File: config.mk
export PLATFORM = sky130hd
export DESIGN_NAME = atten_ctrl
export DESIGN_NICKNAME = d
export VERILOG_FILES = /design/src/rtl/atten_ctrl_pkg.sv /design/src/rtl/atten_sync.sv /design/src/rtl/atten_shift.sv /design/src/rtl/atten_latch_fsm.sv /design/src/rtl/atten_ctrl.sv
export SDC_FILE = /design/constraint.sdc
export NUM_CORES = 1
export LEC_CHECK = 0
export ABC_AREA = 1
export BUFFER_PORTS_ARGS = -buffer_cell sky130_fd_sc_hd__buf_2
export CAP_MARGIN = 20
export CORE_AREA = 2 2 68 70
export DETAILED_ROUTE_END_ITERATION = 8
export DIE_AREA = 0 0 70 72
export HOLD_SLACK_MARGIN = 0.02
export PLACE_DENSITY_LB_ADDON = 0.08
export SLEW_MARGIN = 10
export SYNTH_ARGS = -nofsm -noshare
export SYNTH_HDL_FRONTEND = slang
export SYNTH_SLANG_ARGS = --single-unit
File: constraint.sdc
create_clock -name clk -period 3.57 [get_ports clk]
set_clock_uncertainty 0.2 [all_clocks]
set_input_delay 0.357 -clock clk [delete_from_list [all_inputs] [get_ports clk]]
set_output_delay 0.357 -clock clk [all_outputs]
set_load 0.05 [all_outputs]
File: src/rtl/atten_ctrl_pkg.sv
package atten_ctrl_pkg;

    typedef enum logic [1:0] {
        ST_IDLE = 2'd0,
        ST_OPEN = 2'd1,
        ST_SHUT = 2'd2
    } latch_state_e;

endpackage

File: src/rtl/atten_sync.sv
module atten_sync #(
    parameter int W      = 1,
    parameter int STAGES = 2
) (
    input  logic         clk,
    input  logic         rst_n,
    input  logic [W-1:0] d,
    output logic [W-1:0] q
);
    logic [STAGES-1:0][W-1:0] chain;

    always_ff @(posedge clk or negedge rst_n) begin
        if (!rst_n) begin
            chain <= '0;
        end else begin
            chain[0] <= d;
            for (int i = 1; i < STAGES; i++) begin
                chain[i] <= chain[i-1];
            end
        end
    end

    assign q = chain[STAGES-1];
endmodule

File: src/rtl/atten_shift.sv
module atten_shift #(
    parameter int CODE_W = 6
) (
    input  logic              clk,
    input  logic              rst_n,
    input  logic              sclk_s,
    input  logic              sdata_s,
    output logic [CODE_W-1:0] shreg
);
    logic sclk_d;
    logic step;

    always_ff @(posedge clk or negedge rst_n) begin
        if (!rst_n) begin
            sclk_d <= 1'b0;
        end else begin
            sclk_d <= sclk_s;
        end
    end

    assign step = sclk_s & ~sclk_d;

    always_ff @(posedge clk or negedge rst_n) begin
        if (!rst_n) begin
            shreg <= '0;
        end else if (step) begin
            shreg <= {shreg[CODE_W-2:0], sdata_s};
        end
    end


    shift_move_chk: assert property (@(posedge clk) disable iff (!rst_n)
        step |=> (shreg[0] == $past(sdata_s)) && (shreg[CODE_W-1:1] == $past(shreg[CODE_W-2:0])));


    shift_idle_chk: assert property (@(posedge clk) disable iff (!rst_n)
        !step |=> $stable(shreg));
endmodule

File: src/rtl/atten_latch_fsm.sv
module atten_latch_fsm
    import atten_ctrl_pkg::*;
#(
    parameter int CODE_W = 6
) (
    input  logic              clk,
    input  logic              rst_n,
    input  logic              pwr_on,
    input  logic              mode_serial,
    input  logic              le_s,
    input  logic [CODE_W-1:0] par_code,
    input  logic [CODE_W-1:0] shreg,
    input  logic              pwr_sel16,
    input  logic              pwr_sel8,
    output logic [CODE_W-1:0] code
);
    localparam logic [CODE_W-1:0] PRE_ZERO = '0;
    localparam logic [CODE_W-1:0] PRE_8DB  = CODE_W'(1) << (CODE_W-2);
    localparam logic [CODE_W-1:0] PRE_16DB = CODE_W'(1) << (CODE_W-1);
    localparam logic [CODE_W-1:0] PRE_TOP  = {{(CODE_W-1){1'b1}}, 1'b0};

    latch_state_e      state, state_nxt;
    logic              le_d;
    logic              le_rise;
    logic [CODE_W-1:0] src;
    logic [CODE_W-1:0] boot_val;
    logic [CODE_W-1:0] code_nxt;

    always_ff @(posedge clk or negedge rst_n) begin
        if (!rst_n) begin
            le_d <= 1'b0;
        end else begin
            le_d <= le_s;
        end
    end

    assign le_rise = le_s & ~le_d;
    assign src     = mode_serial ? shreg : par_code;

    always_comb begin
        unique case ({pwr_sel16, pwr_sel8})
            2'b00:   boot_val = PRE_ZERO;
            2'b01:   boot_val = PRE_8DB;
            2'b10:   boot_val = PRE_16DB;
            default: boot_val = PRE_TOP;
        endcase
        if (mode_serial || le_s) begin
            boot_val = par_code;
        end
    end

    // state register
    always_ff @(posedge clk or negedge rst_n) begin
        if (!rst_n) begin
            state <= ST_IDLE;
        end else begin
            state <= state_nxt;
        end
    end

    // transitions
    always_comb begin
        state_nxt = state;
        if (pwr_on) begin
            state_nxt = (!mode_serial && le_s) ? ST_OPEN : ST_SHUT;   // T_BOOT
        end else begin
            unique case (state)
                ST_IDLE: state_nxt = ST_IDLE;
                ST_OPEN: if (!le_s)   state_nxt = ST_SHUT;            // T_CLOSE
                ST_SHUT: if (le_rise) state_nxt = ST_OPEN;            // T_REOPEN
                default: state_nxt = ST_IDLE;
            endcase
        end
    end

    // outputs
    always_comb begin
        code_nxt = code;
        if (pwr_on) begin
            code_nxt = boot_val;
        end else begin
            unique case (state)
                ST_IDLE: code_nxt = '0;
                ST_OPEN: code_nxt = src;
                ST_SHUT: code_nxt = code;
                default: code_nxt = '0;
            endcase
        end
    end

    always_ff @(posedge clk or negedge rst_n) begin
        if (!rst_n) begin
            code <= '0;
        end else begin
            code <= code_nxt;
        end
    end


    idle_zero_chk: assert property (@(posedge clk) disable iff (!rst_n)
        (state == ST_IDLE && !pwr_on) |=> (code == '0));


    shut_hold_chk: assert property (@(posedge clk) disable iff (!rst_n)
        (state == ST_SHUT && !pwr_on) |=> $stable(code));


    open_follow_chk: assert property (@(posedge clk) disable iff (!rst_n)
        (state == ST_OPEN && !pwr_on) |=> (code == $past(src)));


    boot_serial_chk: assert property (@(posedge clk) disable iff (!rst_n)
        (pwr_on && mode_serial) |=> (code == $past(par_code)) && (state == ST_SHUT));


    boot_preset_chk: assert property (@(posedge clk) disable iff (!rst_n)
        (pwr_on && !mode_serial && !le_s) |=>
            (code == PRE_ZERO || code == PRE_8DB || code == PRE_16DB || code == PRE_TOP));


    boot_top_chk: assert property (@(posedge clk) disable iff (!rst_n)
        (pwr_on && !mode_serial && !le_s && pwr_sel16 && pwr_sel8) |=> (code == PRE_TOP));
endmodule

File: src/rtl/atten_ctrl.sv
module atten_ctrl #(
    parameter int CODE_W      = 6,
    parameter int SYNC_STAGES = 2
) (
    input  logic              clk,
    input  logic              rst_n,
    input  logic              pwr_on,
    input  logic              mode_serial,
    input  logic [CODE_W-1:0] par_code,
    input  logic              ser_data,
    input  logic              ser_clk,
    input  logic              latch_en,
    input  logic              pwr_sel16,
    input  logic              pwr_sel8,
    output logic [CODE_W-1:0] atten_code
);
    localparam int NSYNC = 3;

    logic [NSYNC-1:0]  raw_in;
    logic [NSYNC-1:0]  syn_out;
    logic              sdata_s, sclk_s, le_s;
    logic [CODE_W-1:0] shreg;

    assign raw_in  = {latch_en, ser_clk, ser_data};
    assign sdata_s = syn_out[0];
    assign sclk_s  = syn_out[1];
    assign le_s    = syn_out[2];

    atten_sync #(.W(NSYNC), .STAGES(SYNC_STAGES)) u_sync (
        .clk   (clk),
        .rst_n (rst_n),
        .d     (raw_in),
        .q     (syn_out)
    );

    atten_shift #(.CODE_W(CODE_W)) u_shift (
        .clk     (clk),
        .rst_n   (rst_n),
        .sclk_s  (sclk_s),
        .sdata_s (sdata_s),
        .shreg   (shreg)
    );

    atten_latch_fsm #(.CODE_W(CODE_W)) u_fsm (
        .clk         (clk),
        .rst_n       (rst_n),
        .pwr_on      (pwr_on),
        .mode_serial (mode_serial),
        .le_s        (le_s),
        .par_code    (par_code),
        .shreg       (shreg),
        .pwr_sel16   (pwr_sel16),
        .pwr_sel8    (pwr_sel8),
        .code        (atten_code)
    );


    boot_wins_chk: assert property (@(posedge clk) disable iff (!rst_n)
        (pwr_on && mode_serial) |=> (atten_code == $past(par_code)));
endmodule

== After elaboration in Yosys (flattened, before gate mapping) ==
Index checks and enable logic that the tools add are counted.

* Bits in registers: 22
* Bits of input ports: 15
* Output and inout bits: 6
* Logic and storage cells: 33

* Eq/ne operators: 7
* Muxes and demuxes: 10
* Bitwise operators: 4
* Reductions and logical operators: 5

{| class="wikitable"
|+ Operator list
! cell !! number
|-
| $mux 6 || 3
|-
| $pmux 6 s3 || 1
|-
| $pmux 6 s2 || 1
|-
| $mux 2 || 4
|-
| $eq 2x1->1 const B || 2
|-
| $eq 2x2->1 const B || 2
|-
| $pmux 2 s2 || 1
|-
| $ne 3x2->1 const B || 1
|-
| $ne 3x3->1 const B || 1
|-
| $and 1x1->1 || 2
|-
| $logic_not 2->1 || 1
|-
| $ne 2x2->1 const B || 1
|-
| $not 1->1 || 2
|-
| $reduce_and 2->1 || 1
|-
| $logic_and 1x1->1 || 1
|-
| $logic_not 1->1 || 1
|-
| $logic_or 1x1->1 || 1
|}

== Logic depth before layout (Yosys ltp) ==
Gate-level depths: netlist of the first run.

* Depth after elaboration: 5
* Mapped depth: 7

== Cells and area by module ==
From an unflattened synthesis of the first run, not the netlist that was laid out.

* Cell total of the unflattened synthesis: 133
* Area total of the unflattened synthesis: 1047.3 um^2

{| class="wikitable"
|+ By module, submodules not included
! module !! instances !! cells each !! area an instance (um^2) !! sequential area each (um^2)
|-
| atten_latch_fsm || 1 || 97 || 614.3 || 225.2
|-
| atten_shift || 1 || 27 || 260.2 || 175.2
|-
| atten_sync || 1 || 9 || 172.7 || 150.1
|}

== Worst setup path before layout of the first run ==
Ideal clock, no wire load.

* Path type: register -> output
* Start point: register u_fsm.code[0]
* End point: output port atten_code[0]
* Arrival time: 0.600 ns
* Required time: 3.013 ns
* Path slack: 2.413 ns
* Cell stages (with the launch flop): 1
* Cell sequence: dfrtp_1

{| class="wikitable"
|+ RTL lines
! item !! line !! source
|-
| start: declaration || atten_latch_fsm.sv:15 || <nowiki>output logic [CODE_W-1:0] code</nowiki>
|-
| start signal: assignment || atten_latch_fsm.sv:95 || <nowiki>code <= code_nxt;</nowiki>
|-
| end: declaration || atten_ctrl.sv:15 || <nowiki>output logic [CODE_W-1:0] atten_code</nowiki>
|}

No word-level cell between the ends.

== Final worst setup path of the first run ==
* Start point: register u_fsm.code[0]
* End point: output port atten_code[0]

No word-level cell between the ends.

==> results.json, run 1 <==
{
  "status": "completed",
  "crit_slowest_cell": "dfrtp_1",
  "root_buffer": "clkbuf_8",
  "combPwrFrac": 0.194,
  "min_from": "u_sync.chain[0]",
  "ant_nets": 0,
  "drc": 0,
  "pwr-share-seq": 0.452,
  "grt_pass1_wl_um": 3730,
  "grt_max_degree": 23,
  "yosysUniqueCellTypes": 17,
  "post-place-ws_ns": 2.27,
  "multi_input_area_um2": 380,
  "synth_area_leader_cell": "dfrtp_1",
  "drt-wirelength-per-cell_um": 10.5,
  "dr.pass1.iters": 4,
  "final_hold_viol_count": 0,
  "finalWirelength_um": 2110,
  "final-seq-area_um2": 551,
  "leakagePower_nw": 0.683,
  "finalWorstSetupSlack_ns": 2.11,
  "cts_tree": "done",
  "total_power_w": 0.000664,
  "clock_sinks": 22,
  "dp_hpwl_um": 1570,
  "die_h_um": 72,
  "startpoint": "u_fsm.code[0]",
  "path_delay_family": "flip-flops",
  "clock_latency_ns": 0.26,
  "syn_nets": 141,
  "start_util": 0.244,
  "cts-buffers-inserted": 3,
  "vias": 835,
  "cp.arrival_ns": 0.90,
  "end_kind": "output pin",
  "avgSynthCellArea_um2": 8.25,
  "gp_congestion": 0.764,
  "synthTopCellsByArea": "dfrtp_1, nand2_1, nand3_1",
  "grt_pass1_vias": 831,
  "io_buffers": 20,
  "synth_top_cell_area_share": 0.529,
  "period_minus_slack_ns": 1.46,
  "yosysSeqAreaShare": 0.529,
  "finalCritPeriodShare": 0.409,
  "drive_above_1_share": 0.233,
  "grt.overflow.total": 0,
  "syn2layout_area_growth_pct": 23.2,
  "crit_chain": "buf_2",
  "syn_area_um2": 1040,
  "crit_path_max_incr_delay_ns": 0.37,
  "worst_pin_slew_ns": 0.519,
  "slew_violations": 0,
  "ys_top_cells_by_count": "nand2_1, dfrtp_1, inv_1",
  "synth-seq-cells": 22,
  "ir_drop_mv": 0.119,
  "startpoint_type": "flip-flop",
  "hp-class": "flip-flop to flip-flop",
  "core_um2": 4260,
  "num_rows": 24,
  "synth_edf_count": 0,
  "fmax_mhz": 684,
  "die_area_um2": 5040,
  "p_clk_frac": 0.354,
  "path_max_fanout": 2,
  "final_area_um2": 1280,
  "timing.critical_path.buf_inv": 1,
  "grt_usage": 0.0920,
  "setup_viol": 0,
  "synth_cells": 126,
  "tns_ns": 0,
  "via_per_inst": 4.13,
  "p_sw_w": 0.000195,
  "slew_headroom": 0.654,
  "synth_ff_type": "dfrtp_1",
  "antenna_cells": 0,
  "die_x_um": 70,
  "post_cts_buffers": 0,
  "nets": 166,
  "htree_levels": 1,
  "ioPinCount": 21,
  "p_int_w": 0.000469,
  "placed_area_um2": 1170,
  "synth.most_common_cell": "nand2_1",
  "rr_startpoint": "u_sync.q[2]",
  "yosysWarningCount": 0,
  "power_switching_share": 0.294,
  "cts_buffer_depth": 2,
  "critPathKind": "flip-flop to output pin",
  "cap_viol_max_count": 0,
  "critPathRequiredTime_ns": 3.01,
  "rsz0062_at_grt": "no",
  "grt_antenna_before_repair": 0,
  "async_flop_share": 1.00,
  "nFillCells": 480,
  "powerDensity_nw_per_um2": 518,
  "drtIter0Drc": 69,
  "clk_pin_slew_ns": 0.09
}
through the flow:
| step | instances | hold WS [ns] | util |
|---|---|---|---|
| finish | 202 | 0.155 | 0.300 |
| global route | 202 | 0.167 | 0.300 |
| CTS | 202 | 0.158 | 0.300 |
| detailed placement | 194 | 0.136 | 0.274 |
| global placement | 194 | 0.134 | 0.274 |
| floorplan | 126 | -0.139 | - |
power by group through the flow:
| stage | clock network [W] | registers [W] | logic (W) |
|---|---|---|---|
| after floorplan | 0 | 0.000330 | 0.0000663 |
| after global placement | 0 | 0.000304 | 0.000128 |
| after detailed placement | 0 | 0.000305 | 0.000127 |
| after CTS | 0.000244 | 0.000300 | 0.000131 |
| after global routing | 0.000257 | 0.000305 | 0.000146 |
| final | 0.000235 | 0.000300 | 0.000129 |
cells by family (layout without fill, tap and decap cells):
| logic type | count (synthesis) | count (layout) | share of synthesized area |
|---|---|---|---|
| DFF | 22 | 22 | 0.529 |
| AOI/OAI and AO/OA | 14 | 14 | 0.0674 |
| buffers and inverters | 22 | 46 | 0.105 |
| and+or+nand+nor | 68 | 68 | 0.298 |
worst paths after layout:
path                                    endpoint  slack, ns  depth (start not counted)
min in group asynchronous          u_fsm.code[5]       0.39                          2
worst max register to register     u_fsm.code[2]       2.32                          5
worst min register to register       u_sync.q[0]       0.16                          0
worst min-delay path                 u_sync.q[0]       0.16                          0
worst max-delay path               atten_code[0]       2.11                          1
max in group asynchronous       u_shift.shreg[2]       2.43                          2
registers in the layout (all words and copies together), names as in the netlist:
register,flops
u_sync.q,3
u_fsm.state,2
u_sync.chain,3
u_fsm.code,6
u_fsm.le_d,1
u_shift.sclk_d,1
u_shift.shreg,6
layout by cell type (no fill, tap or decap):
| cell | count |
|---|---|
| nand2_1 | 45 |
| dfrtp_1 | 22 |
| buf_2 | 20 |
| inv_1 | 14 |
| nand3_1 | 12 |
| o21ai_0 | 9 |
| o21ai_1 | 4 |
| nor2_1 | 4 |
| dlygate4sd3_1 | 4 |
| nor2_4 | 3 |
| clkbuf_8 | 3 |
| nand2_2 | 2 |
| inv_4 | 2 |
| nand3_2 | 2 |
| inv_2 | 1 |
| clkinv_2 | 1 |
| a21oi_1 | 1 |
| bufinv_16 | 1 |
per-layer routing:
metal  wire length [µm]  GRT usage
met1               1020      0.116
met2                966      0.156
met3                103     0.0264
met4                 18     0.0256
met5                  0          0
cell type report:
| cell class | instances | share of cell area |
|---|---|---|
| Timing Repair Buffer | 24 | 0.109 |
| Sequential cell | 22 | 0.430 |
| Clock inverter | 1 | 0.0234 |
| Multi-Input combinational cell | 82 | 0.297 |
| Inverter | 18 | 0.0576 |
| Clock buffer | 3 | 0.0322 |
| Tap cell | 52 | 0.0508 |
timing repair:
item                                   4_1_cts  5_1_grt
hold buffers                                 4        0
endpoints found under the hold margin       25        0
resized for setup                            0        0
Note: power is estimated with default switching activity, not from simulation.
==> inputs of run 2 (changes only) <==
Clock period 3.57 ns to 1.3 ns, I/O delays scaled along.
==> run 2 against run 1 <==
Net effect:
- hold slack got worse by 0.12 ns
- first-iteration DRC count down 68%
- via count fell by 0.84%
- power increased to 2.5 times the previous value
- worst setup slack worse by 2.0 ns
- largest power group unchanged
- sequential power grew to 2.7 times the previous value
- largest cell class unchanged
==> results.json, run 2 (same netlist as run 1, synthesis figures left out) <==
{
  "status": "completed",
  "worst_pin_slew_ns": 0.508,
  "worstHoldPathCells": 3,
  "grt.overflow.total": 0,
  "num_rows": 24,
  "ioPinCount": 21,
  "cap_viol_max_count": 0,
  "post-place-ws_ns": 0.0612,
  "leakagePower_nw": 0.700,
  "finalWirelength_um": 2160,
  "drt-wirelength-per-cell_um": 10.4,
  "cts-buffers-inserted": 3,
  "ff2ff_path_depth": 4,
  "clk_pin_slew_ns": 0.08,
  "gp_congestion": 0.725,
  "rsz0062_at_grt": "no",
  "final_cell_mix": "nand2_1, dfrtp_1, buf_2, inv_1, nand3_1",
  "drtIter0Drc": 22,
  "powerDensity_nw_per_um2": 1270,
  "worstSetupPathDepth": 1,
  "reg_top3": "u_fsm.code x6, u_shift.shreg x6",
  "final_hold_viol_count": 0,
  "syn2layout_area_growth_pct": 27.6,
  "post_cts_buffers": 0,
  "path_max_fanout": 2,
  "path_delay_family": "flip-flops",
  "cts_tree": "done",
  "finalWorstSetupSlack_ns": 0.0871,
  "hp-class": "input port to flip-flop",
  "cp.arrival_ns": 0.88,
  "crit_slowest_cell": "dfrtp_1",
  "critPathKind": "flip-flop to output pin",
  "p_clk_frac": 0.291,
  "via_per_inst": 3.98,
  "dr.pass1.iters": 4,
  "grt_pass1_wl_um": 3700,
  "setup_viol": 0,
  "drive_above_1_share": 0.231,
  "p_sw_w": 0.000522,
  "grt_usage": 0.0937,
  "grt_pass1_vias": 849,
  "antenna_cells": 0,
  "io_buffers": 20,
  "nets": 172,
  "startpoint_type": "flip-flop",
  "die_area_um2": 5040,
  "fmax_mhz": 824,
  "clock_sinks": 22,
  "final_common_cell": "nand2_1",
  "ir_drop_mv": 0.327,
  "root_buffer": "clkbuf_8",
  "ant_nets": 0,
  "finalCritPeriodShare": 0.933,
  "end_kind": "output pin",
  "pwr-share-seq": 0.489,
  "grt_antenna_before_repair": 0,
  "critPathRequiredTime_ns": 0.97,
  "die_h_um": 72,
  "core_um2": 4260,
  "dp_hpwl_um": 1620,
  "grt_max_degree": 23,
  "combPwrFrac": 0.220,
  "start_util": 0.244,
  "crit_chain": "buf_2",
  "slew_violations": 0,
  "htree_levels": 1,
  "fin_hold_ws_ns": 0.0319,
  "nFillCells": 485,
  "slew_headroom": 0.662,
  "cts_buffer_depth": 2,
  "clock_latency_ns": 0.26,
  "period_minus_slack_ns": 1.21,
  "crit_path_max_incr_delay_ns": 0.36,
  "timing.critical_path.buf_inv": 1,
  "tns_ns": 0,
  "p_int_w": 0.00116,
  "power_switching_share": 0.311,
  "vias": 828,
  "die_x_um": 70,
  "drc": 0
}
==> run 2: layout make-up <==
class	instances	area, µm²	share of cell area
sequential	22	552	0.416
multi-input combinational	82	380	0.287
timing repair buffer	30	200	0.151
inverter	18	73.8	0.0557
tap	52	65.1	0.0491
clock buffer	4	55.1	0.0415
==> run 2: stage by stage <==
step / instances / utilization / total power, W / instance area [µm²]
finish: 208 / 0.311 / 0.00168 / 1330
global placement: 194 / 0.274 / 0.00119 / 1170
global route: 208 / 0.311 / 0.00180 / 1330
floorplan: 126 / - / 0.00109 / 1040
CTS: 208 / 0.311 / 0.00172 / 1330
detailed placement: 194 / 0.274 / 0.00119 / 1170
==> run 2: timing repair <==
item,CTS,global route
setup endpoints to repair,0,3
resized for setup,0,1
hold buffers,10,0
hold endpoints to repair,29,0
==> run 2: final timing paths <==
| check | from | endpoint | slack, ns |
|---|---|---|---|
| worst min register to register | u_sync.chain[2] | u_sync.q[2] | 0.15 |
| min in group asynchronous | rst_n | u_fsm.code[4] | 0.17 |
| worst max-delay path | u_fsm.code[2] | atten_code[2] | 0.09 |
| worst max register to register | u_sync.q[2] | u_fsm.code[2] | 0.13 |
| worst min-delay path | pwr_on | u_fsm.code[1] | 0.03 |
| max in group asynchronous | rst_n | u_sync.q[2] | 0.36 |
==> run 2: power groups by stage <==
stage          clock, W  combinational, W  sequential [W]
3_3_place_gp          0          0.000354        0.000834
4_1_cts        0.000521          0.000379        0.000824
5_1_grt        0.000552          0.000415        0.000834
3_5_place_dp          0          0.000354        0.000838
6_report       0.000489          0.000369        0.000822
2_1_floorplan         0          0.000182        0.000907
==> run 2: metal layers <==
metal,vias to the layer above,routed length (µm),share of wire,GRT usage
li1,444,-,-,-
met4,0,23,0.011,0.0321
met3,2,91,0.042,0.0236
met2,16,999,0.46,0.161
met1,366,1040,0.48,0.116
met5,-,0,0,0
